==> src/rtl/tdm_rx_pkg.sv <==
// Package: shared types for the TDM receive path.
// Assumes: nothing beyond IEEE 1800-2017.
package tdm_rx_pkg;

    // Alignment state of the receive counter
    typedef enum logic {
        RX_FREE   = 1'b0,
        RX_LOCKED = 1'b1
    } rx_align_e;

    // True when a value is a nonzero power of two
    function automatic bit is_pow2(input int unsigned v);
        return (v != 0) && ((v & (v - 1)) == 0);
    endfunction

endpackage

==> src/rtl/tdm_rx_counter.sv <==
// Module: bit-position counter for the receive frame.
// Tracks which bit of the frame is sampled this cycle. A high sync_in forces
// the current position to zero. Flags the last bit of each slot once aligned.
// Assumes: SLOT_BITS and NUM_SLOTS are powers of two, so the counter wraps
// at the frame length on its own.
module tdm_rx_counter #(
    parameter int POS_W = 8,
    parameter int BIT_W = 3
) (
    input  logic             clk,
    input  logic             rst_n,
    input  logic             sync_in,
    output logic [POS_W-1:0] pos,
    output logic             locked,
    output logic             slot_end
);
    import tdm_rx_pkg::*;

    logic [POS_W-1:0] cnt_q;
    rx_align_e        align_q;
    logic             lock_now;

    // Position of the bit sampled this cycle, with sync taking priority
    always_comb begin
        pos = sync_in ? '0 : cnt_q;
    end

    // Alignment is in force from the sync cycle onward
    always_comb begin
        lock_now = (align_q == RX_LOCKED) || sync_in;
        locked   = (align_q == RX_LOCKED);
        slot_end = lock_now && (pos[BIT_W-1:0] == {BIT_W{1'b1}});
    end

    // Advance the counter; it wraps at the frame length
    always_ff @(posedge clk) begin
        if (!rst_n) begin
            cnt_q <= '0;
        end else begin
            cnt_q <= pos + POS_W'(1);
        end
    end

    // Latch alignment on the first sync after reset
    always_ff @(posedge clk) begin
        if (!rst_n) begin
            align_q <= RX_FREE;
        end else if (sync_in) begin
            align_q <= RX_LOCKED;
        end
    end


    sync_zero_chk: assert property (@(posedge clk) disable iff (!rst_n)
        sync_in |=> (cnt_q == POS_W'(1)));


    frame_wrap_chk: assert property (@(posedge clk) disable iff (!rst_n)
        (!sync_in && cnt_q == {POS_W{1'b1}}) |=> (cnt_q == '0));

endmodule

==> src/rtl/tdm_rx_shift.sv <==
// Module: serial-in parallel-out shifter.
// Shifts one bit per clock in at the low end, so the earliest bit ends up
// in the most significant position. It also presents the word as it will
// be after this cycle's bit.
// Assumes: W >= 2.
module tdm_rx_shift #(
    parameter int W = 8
) (
    input  logic         clk,
    input  logic         rst_n,
    input  logic         ser_in,
    output logic [W-1:0] word_now
);
    logic [W-1:0] sr_q;

    // Word including the bit sampled this cycle
    always_comb begin
        word_now = {sr_q[W-2:0], ser_in};
    end

    // Shift register update
    always_ff @(posedge clk) begin
        if (!rst_n) begin
            sr_q <= '0;
        end else begin
            sr_q <= word_now;
        end
    end


    shift_order_chk: assert property (@(posedge clk) disable iff (!rst_n)
        1'b1 |=> (sr_q[0] == $past(ser_in)));

endmodule

==> src/rtl/tdm_rx_hold.sv <==
// Module: holding register for a completed byte and its slot index.
// Loads on the slot-end flag and raises valid for the following clock.
// Assumes: load is never high in two consecutive cycles.
module tdm_rx_hold #(
    parameter int W  = 8,
    parameter int SW = 5
) (
    input  logic          clk,
    input  logic          rst_n,
    input  logic          load,
    input  logic [W-1:0]  word_in,
    input  logic [SW-1:0] slot_in,
    output logic [W-1:0]  data_q,
    output logic [SW-1:0] slot_q,
    output logic          valid_q
);
    // Capture byte and slot at the slot boundary
    always_ff @(posedge clk) begin
        if (!rst_n) begin
            data_q <= '0;
            slot_q <= '0;
        end else if (load) begin
            data_q <= word_in;
            slot_q <= slot_in;
        end
    end

    // One-clock strobe following each capture
    always_ff @(posedge clk) begin
        if (!rst_n) begin
            valid_q <= 1'b0;
        end else begin
            valid_q <= load;
        end
    end


    valid_pulse_chk: assert property (@(posedge clk) disable iff (!rst_n)
        valid_q |=> !valid_q);


    hold_stable_chk: assert property (@(posedge clk) disable iff (!rst_n)
        !valid_q |-> ($stable(data_q) && $stable(slot_q)));

endmodule

==> src/rtl/tdm_frame_deserializer.sv <==
// Module: TDM frame deserializer, top level.
// Aligns a frame counter to sync_in, assembles each slot's byte MSB first,
// and presents it with its slot index in a holding register for one slot.
// Assumes: SLOT_BITS and NUM_SLOTS are powers of two; one bit per clock.
module tdm_frame_deserializer #(
    parameter int SLOT_BITS = 8,
    parameter int NUM_SLOTS = 32
) (
    input  logic                         clk,
    input  logic                         rst_n,
    input  logic                         ser_in,
    input  logic                         sync_in,
    output logic [SLOT_BITS-1:0]         rx_byte,
    output logic [$clog2(NUM_SLOTS)-1:0] rx_slot,
    output logic                         rx_valid
);
    localparam int BIT_W  = $clog2(SLOT_BITS);
    localparam int SLOT_W = $clog2(NUM_SLOTS);
    localparam int POS_W  = BIT_W + SLOT_W;

    logic [POS_W-1:0]     pos;
    logic                 locked;
    logic                 slot_end;
    logic [SLOT_BITS-1:0] word_now;

    tdm_rx_counter #(.POS_W(POS_W), .BIT_W(BIT_W)) u_cnt (
        .clk      (clk),
        .rst_n    (rst_n),
        .sync_in  (sync_in),
        .pos      (pos),
        .locked   (locked),
        .slot_end (slot_end)
    );

    tdm_rx_shift #(.W(SLOT_BITS)) u_shift (
        .clk      (clk),
        .rst_n    (rst_n),
        .ser_in   (ser_in),
        .word_now (word_now)
    );

    tdm_rx_hold #(.W(SLOT_BITS), .SW(SLOT_W)) u_hold (
        .clk     (clk),
        .rst_n   (rst_n),
        .load    (slot_end),
        .word_in (word_now),
        .slot_in (pos[POS_W-1:BIT_W]),
        .data_q  (rx_byte),
        .slot_q  (rx_slot),
        .valid_q (rx_valid)
    );


    no_valid_unaligned_chk: assert property (@(posedge clk) disable iff (!rst_n)
        rx_valid |-> ($past(locked) || $past(sync_in)));


    slot_index_chk: assert property (@(posedge clk) disable iff (!rst_n)
        rx_valid |-> (rx_slot == $past(pos[POS_W-1:BIT_W])));


    reset_clear_chk: assert property (@(posedge clk)
        !rst_n |=> (!rx_valid && rx_byte == '0 && rx_slot == '0));

endmodule

==> config.mk <==
export PLATFORM = sky130hd
export DESIGN_NAME = tdm_frame_deserializer
export DESIGN_NICKNAME = d
export VERILOG_FILES = /design/src/rtl/tdm_rx_pkg.sv /design/src/rtl/tdm_rx_counter.sv /design/src/rtl/tdm_rx_shift.sv /design/src/rtl/tdm_rx_hold.sv /design/src/rtl/tdm_frame_deserializer.sv
export SDC_FILE = /design/constraint.sdc
export NUM_CORES = 1
export LEC_CHECK = 0
export ABC_AREA = 1
export CORE_MARGIN = 2
export CORE_UTILIZATION = 25
export CTS_BUF_LIST = sky130_fd_sc_hd__clkbuf_4 sky130_fd_sc_hd__clkbuf_8 sky130_fd_sc_hd__clkbuf_16
export DETAILED_ROUTE_END_ITERATION = 12
export PLACE_DENSITY = 0.46
export SYNTH_ARGS = -nofsm -noshare
export SYNTH_HDL_FRONTEND = slang
export SYNTH_SLANG_ARGS = --single-unit
export TNS_END_PERCENT = 50
==> constraint.sdc <==
create_clock -name clk -period 4.1 [get_ports clk]
set_clock_uncertainty 0.1 [all_clocks]
set_input_delay 0.615 -clock clk [delete_from_list [all_inputs] [get_ports clk]]
set_output_delay 0.615 -clock clk [all_outputs]
set_load 0.01 [all_outputs]
==> summary.txt, run 1 <==
Worst setup path
  – Largest stage delay on the critical path: 0.72 ns
  – CP max stage cell: clkdlybuf4s50_1
  – Worst-case reg-to-reg path depth: 8
  – Kind of start point of the critical path: input pin
  – Largest driver fanout on the critical path: 15
  – Critical R2R Capture: u_hold.slot_q[1]
  – WS Path Type: in2reg
  – Origin of the critical flop-to-flop path: u_cnt.cnt_q[0]
  – Required time of the critical path: 4.15 ns
  – Critical Path, Cell by Cell: clkdlybuf4s50_1 > inv_2 > nand2_1 > inv_1 > ha_1 > ha_1 > o21ai_4 > inv_2 > nand2_1 > a21oi_1
  – Slack of the worst reg-to-reg path: 2.39 ns
  – Crit path from: sync_in
  – Setup crit end kind: flip-flop
  – Timing endpoint of the critical path: u_hold.slot_q[1]
  – Data arrival time of the critical path: 2.54 ns

STA
  – F_max: 403 MHz
  – Remaining max-slew budget at the tightest pin: 0.482
  – Worst Setup Slack, final: 1.62 ns
  – Unrepaired setup endpoints after global routing: no
  – Post-route fraction of the period consumed by the critical path: 0.606
  – Final number of hold-violating endpoints: 0
  – Final setup vio count: 0
  – Slew at the pin closest to its max-slew limit: 0.774 ns
  – Setup TNS: 0 ns
  – Max Slew Vio Count: 0
  – Final Hold Slack: 0.322 ns
  – Final period demand of the worst path: 2.48 ns

Yosys
  – Share of synthesized registers carrying an async set or reset: 0
  – Cell taking the most area after synthesis: dfxtp_1
  – Cell with the most instances after synthesis: nor2_1
  – Number of standard cells after synthesis: 148
  – FF+latch count, synth: 30
  – Share of Yosys cell area claimed by the top area cell type: 0.530
  – Synthesis Warnings: 0
  – Dominant cells by area after synthesis: dfxtp_1, nor2_1, nand2_1
  – Combinational family with the most area after synthesis: simple AND/OR/NAND/NOR gates
  – Post-synthesis sequential area ratio: 0.530
  – Synth Area in Compound Gates: 0.0895
  – Synth Area in Adders: 0.0221
  – Dominant register cell in the synthesized netlist: dfxtp_1
  – Post-Synthesis Cell Area: 0.00113 mm²
  – Synth unique cells: 16
  – Most used standard cells in the synthesized netlist: nor2_1, dfxtp_1, nand2_1, inv_1, o21ai_0
  – Per-instance average area after synthesis: 7.65 µm²
  – Parity-gate share of the synthesized area counting xor and xnor cells: 0
  – Post-Synthesis Net Count: 154
  – Post-synthesis mux area share: 0
  – EDFF count, synth: 0
  – Fraction of the mapped netlist area in simple logic gates: 0.250

Pwr
  – Max IR drop VDD: 0.172 mV
  – Leakage power of the design: 0.620 nW
  – Power density over the cells: 426 mW/mm²
  – Total power after layout: 0.612 mW

GRT
  – First-pass GRT wire length: 4040 µm
  – Vias in the first global route: 893
  – Sum of overflow across all layers after global routing: 0
  – Overall global routing resource usage: 0.101
  – Number of antenna violations at the first check in global routing: 0
  – Pin count of the biggest net entering global routing: 27

Place
  – Placed cell area: 0.00132 mm²
  – Post-Place Setup Slack: 1.34 ns
  – Post-detail-place hpwl: 1610 µm
  – Count of port buffers added during placement: 17
  – Placed cell count: 212
  – Last weighted congestion value of the routability-driven placer: 0.798

Clock network
  – CTS root buffer: clkbuf_8
  – Clk Latency, worst-skew pair: 0.27 ns
  – Clock buffer depth: 2
  – Setup fix buffers added after clock tree synthesis: 0
  – Clock tree from TritonCTS: built
  – Post-CTS resize count: 0
  – CTS Sinks: 30
  – Number of H-tree levels: 2
  – Clock-pin transition on the worst setup and hold timing paths: 0.06 ns
  – Number of CTS-inserted buffers: 5
  – Hold buffer count at cts: 0

Floorplan
  – Initial standard-cell utilization of the core: 0.260
  – Site Rows: 24
  – I/O pin count: 18
  – Area of the core: 0.00435 mm²
  – Vertical die dimension: 71.3 µm
  – Floorplan die area: 0.00508 mm²
  – Die width: 71.3 µm

Flow run
  – Count of max-cap constraint violations: 0

Finish
  – Post-Layout Cell Count: 219
  – Area overhead of the layout relative to synthesis: 26.9%
  – Diodes inserted: 0
  – Final standard cell area without fillers: 0.00144 mm²
  – Filler Cells Inserted: 469
  – Final core utilization: 0.330
  – Proportion of layout cells with a drive suffix above 1: 0.0659
  – Nets: 173

Routing
  – Count of TritonRoute iterations in the first routing pass: 4
  – Final routed DRC violation total: 0
  – Initial DRC count: 69
  – Number of nets with antenna violations after detailed routing: 0
  – Vias per cell: 4.14
  – Routed wire per std cell: 9.99 µm
  – Sum of routed wire length over all layers: 2190 µm
  – Total via count after detailed routing: 907

Run status
  – Run status: completed

Hold path
  – Number of cells traversed by the worst hold path: 2
  – Type of the tightest min-delay check: reg2reg
final cells by class:
cell class	count	area [µm²]	area share
Timing Repair Buffer	17	170	0.118
Tap cell	52	65.1	0.0453
Inverter	21	78.8	0.0549
Sequential cell	30	601	0.418
Multi-Input combinational cell	92	409	0.285
Clock buffer	6	82.6	0.0575
Clock inverter	1	30.0	0.0209
placed cells by master, fill, tap and decap left out:
master and instances:
nor2_1 42, dfxtp_1 30, nand2_1 22, inv_1 19, clkdlybuf4s50_1 17, o21ai_0 13, clkbuf_8 6, nand3_1 5
a21oi_1 4, inv_2 2, ha_1 2, o21ai_4 1, nor3_1 1, nand4_1 1, nor2_2 1, bufinv_16 1
flip-flops by register name, summed over array words and instances (netlist names):
| signal | cells |
|---|---|
| u_cnt.cnt_q | 8 |
| u_cnt.locked | 1 |
| u_hold.data_q | 8 |
| u_hold.slot_q | 5 |
| u_hold.valid_q | 1 |
| u_shift.sr_q | 7 |
worst max-delay path, delay by kind of cell:
kind	cells	cell delay, ns
compound gates	2	0.22
fa+ha+maj	2	0.42
buf+inv	4	1.06
simple gates	2	0.21
metal layers:
metal	part of all wire	track usage	up-vias
met1	0.51	0.134	397
met5	0	0	-
met4	0.019	0.0503	0
met2	0.42	0.142	18
li1	-	-	487
met3	0.048	0.0408	5
how the worst min path moves through the flow:
stage,to,from,slack [ns]
3_5_place_dp,u_shift.sr_q[6],u_shift.sr_q[5],0.32
4_1_cts,u_shift.sr_q[6],u_shift.sr_q[5],0.32
2_1_floorplan,u_shift.sr_q[1],u_shift.sr_q[0],0.30
5_1_grt,u_shift.sr_q[3],u_shift.sr_q[2],0.35
3_3_place_gp,u_shift.sr_q[6],u_shift.sr_q[5],0.31
6_report,u_shift.sr_q[6],u_shift.sr_q[5],0.32
power by group:
group	switching, mW	internal, mW
sequential	0.00267	0.295
clock	0.103	0.194
combinational	0.0111	0.00626
total	0.116	0.495
cell families (layout without fill, tap and decap cells):
logic type	count (synthesis)	after routing
simple gates	72	72
buf+inv	26	45
compound gates	18	18
flops	30	30
fa+ha+maj	2	2
No activity file was read; power rests on OpenSTA's default activity.
==> run 2, diff against run 1 <==
--- a/config.mk
+++ b/config.mk
@@ -10,7 +10,7 @@
 export CORE_UTILIZATION = 25
 export CTS_BUF_LIST = sky130_fd_sc_hd__clkbuf_4 sky130_fd_sc_hd__clkbuf_8 sky130_fd_sc_hd__clkbuf_16
 export DETAILED_ROUTE_END_ITERATION = 12
-export PLACE_DENSITY = 0.46
+export PLACE_DENSITY = 0.48
 export SYNTH_ARGS = -nofsm -noshare
 export SYNTH_HDL_FRONTEND = slang
 export SYNTH_SLANG_ARGS = --single-unit
==> constraint.sdc (replaced) <==
create_clock -name clk -period 2 [get_ports clk]
set_clock_uncertainty 0.1 [all_clocks]
set_input_delay 0.3 -clock clk [delete_from_list [all_inputs] [get_ports clk]]
set_output_delay 0.3 -clock clk [all_outputs]
set_load 0.01 [all_outputs]
==> summary.txt, run 2 (same netlist as run 1, synthesis figures left out) <==
Run status
  – Run status: completed

STA
  – F_max: 568 MHz
  – Final number of hold-violating endpoints: 0 (unchanged)
  – Max Slew Vio Count: 0 (unchanged)
  – Remaining max-slew budget at the tightest pin: 0.824 (+0.341)
  – Slew at the pin closest to its max-slew limit: 0.263 ns (-0.512 ns)
  – Unrepaired setup endpoints after global routing: no
  – Final setup vio count: 0 (unchanged)
  – Final period demand of the worst path: 1.76 ns
  – Post-route fraction of the period consumed by the critical path: 0.880

Routing
  – Count of TritonRoute iterations in the first routing pass: 6 (+2)
  – Total via count after detailed routing: 942 (+3.9%)
  – Vias per cell: 4.15 (+0.20%)
  – Final routed DRC violation total: 0 (unchanged)
  – Sum of routed wire length over all layers: 2160 µm (-1.3%)
  – Number of nets with antenna violations after detailed routing: 0 (unchanged)
  – Routed wire per std cell: 9.51 µm (-4.8%)
  – Initial DRC count: 36 (-48%)

Flow run
  – Count of max-cap constraint violations: 0 (unchanged)

Pwr
  – Total power after layout: 1.24 mW (+100%)
  – Leakage power of the design: 0.660 nW (+6.5%)
  – Power density over the cells: 827 mW/mm² (+94%)
  – Max IR drop VDD: 0.255 mV (+48%)

Finish
  – Registers with the most flip-flops: u_cnt.cnt_q (8), u_hold.data_q (8), u_shift.sr_q (7)
  – Diodes inserted: 0 (unchanged)
  – Filler Cells Inserted: 467 (-0.43%)
  – Nets: 180 (+4.0%)
  – Most used cells in the layout excluding fill and tap cells: nor2_1, dfxtp_1, nand2_1
  – Most frequent standard cell in the layout excluding fill and tap cells: nor2_1
  – Final standard cell area without fillers: 0.00150 mm² (+4.3%)
  – Area overhead of the layout relative to synthesis: 32.3%
  – Proportion of layout cells with a drive suffix above 1: 0.109 (+0.0427)

Worst setup path
  – Origin of the critical flop-to-flop path: u_cnt.cnt_q[0]
  – Worst-case reg-to-reg path depth: 8 (unchanged)
  – Required time of the critical path: 2.07 ns (-2.08 ns)
  – Setup crit end kind: flip-flop
  – Data arrival time of the critical path: 1.83 ns (-0.71 ns)
  – Largest driver fanout on the critical path: 13 (-2)
  – WS Path Type: in2reg
  – Kind of start point of the critical path: input pin
  – Slack of the worst reg-to-reg path: 0.41 ns (-1.98 ns)
  – Critical R2R Capture: u_hold.slot_q[1]

Floorplan
  – Die width: 71.3 µm (unchanged)
  – I/O pin count: 18 (unchanged)
  – Initial standard-cell utilization of the core: 0.260 (unchanged)
  – Area of the core: 0.00435 mm² (unchanged)
  – Vertical die dimension: 71.3 µm (unchanged)
  – Floorplan die area: 0.00508 mm² (unchanged)
  – Site Rows: 24 (unchanged)

Hold path
  – Number of cells traversed by the worst hold path: 2 (unchanged)
  – Worst Hold End: u_shift.sr_q[3]
  – Type of the tightest min-delay check: reg2reg
  – Worst Hold Launch: u_shift.sr_q[2]

Place
  – Count of port buffers added during placement: 17 (unchanged)
  – Last weighted congestion value of the routability-driven placer: 0.743 (-6.9%)
  – Post-detail-place hpwl: 1570 µm (-2.9%)
  – Placed cell area: 0.00139 mm² (+4.9%)

Clock network
  – Number of CTS-inserted buffers: 5 (unchanged)
  – Post-CTS resize count: 0 (unchanged)
  – Number of H-tree levels: 2 (unchanged)
  – CTS root buffer: clkbuf_8
  – CTS Sinks: 30 (unchanged)
  – Hold buffer count at cts: 0 (unchanged)
  – Clock-pin transition on the worst setup and hold timing paths: 0.07 ns (about the same)
  – Clock tree from TritonCTS: built
  – Setup fix buffers added after clock tree synthesis: 0 (unchanged)
  – Clk Latency, worst-skew pair: 0.28 ns (about the same)
  – Clock buffer depth: 2 (unchanged)

GRT
  – Number of antenna violations at the first check in global routing: 0 (unchanged)
  – Vias in the first global route: 802 (-10%)
  – First-pass GRT wire length: 3580 µm (-11%)
  – Pin count of the biggest net entering global routing: 27 (unchanged)
  – Overall global routing resource usage: 0.0933 (-0.00775)
  – Sum of overflow across all layers after global routing: 0 (unchanged)
run 2: changes by cell type in the layout (fill, tap and decap cells not counted), sizes merged:
cell / change
clkinv: +2
clkbuf: -1
buf: +7
run 2: how the worst max path moves through the flow:
| stage | start | to | slack, ns | cells past startpoint |
|---|---|---|---|---|
| floorplan | sync_in | u_hold.data_q[7] | 0.39 | 11 |
| global placement | sync_in | u_hold.data_q[4] | -0.05 | 8 |
| detailed placement | sync_in | u_hold.slot_q[1] | -0.07 | 10 |
| CTS | sync_in | u_hold.slot_q[1] | 0.23 | 10 |
| global route | sync_in | u_hold.data_q[6] | 0.1 | 10 |
| finish | sync_in | u_hold.slot_q[1] | 0.24 | 10 |
run 2: per-stage QoR:
step	setup WS (ns)	TNS, ns	util	cells	hold slack, ns
2_1_floorplan	0.388	0	-	148	0.293
3_3_place_gp	-0.0544	-0.322	0.319	219	0.306
3_5_place_dp	-0.0710	-0.706	0.319	219	0.315
4_1_cts	0.228	0	0.344	227	0.326
5_1_grt	0.0997	0	0.344	227	0.339
6_report	0.239	0	0.344	227	0.323
run 2: final cells by class:
class	count	area, µm²	area share
well taps	52	65.1	0.0434
repair buffers	24	235	0.157
clock inverters	3	40.0	0.0267
multi-input cells	92	409	0.273
inverters	21	78.8	0.0526
clock buffers	5	68.8	0.0459
flip-flops and latches	30	601	0.401
run 2: report_power, final:
part           switching, mW  total, mW  internal, mW
Combinational         0.0238     0.0415        0.0178
Sequential           0.00488      0.610         0.605
Clock                  0.221      0.587         0.366
run 2: worst max-delay path, cell delays in order:
cell	delay (ns)
clkdlybuf4s50_1	0.53
inv_2	0.05
nand2_1	0.08
inv_1	0.05
ha_1	0.19
ha_1	0.21
o21ai_4	0.10
inv_2	0.14
nand2_1	0.11
a21oi_1	0.06
run 2: per-layer routing:
metal,wire (µm),vias to the layer above,GRT usage,part of all wire
met2,923,25,0.124,0.43
met3,116,5,0.0422,0.054
met1,1060,413,0.122,0.49
li1,-,499,-,-
met5,0,-,0,0
met4,63,0,0.0566,0.029
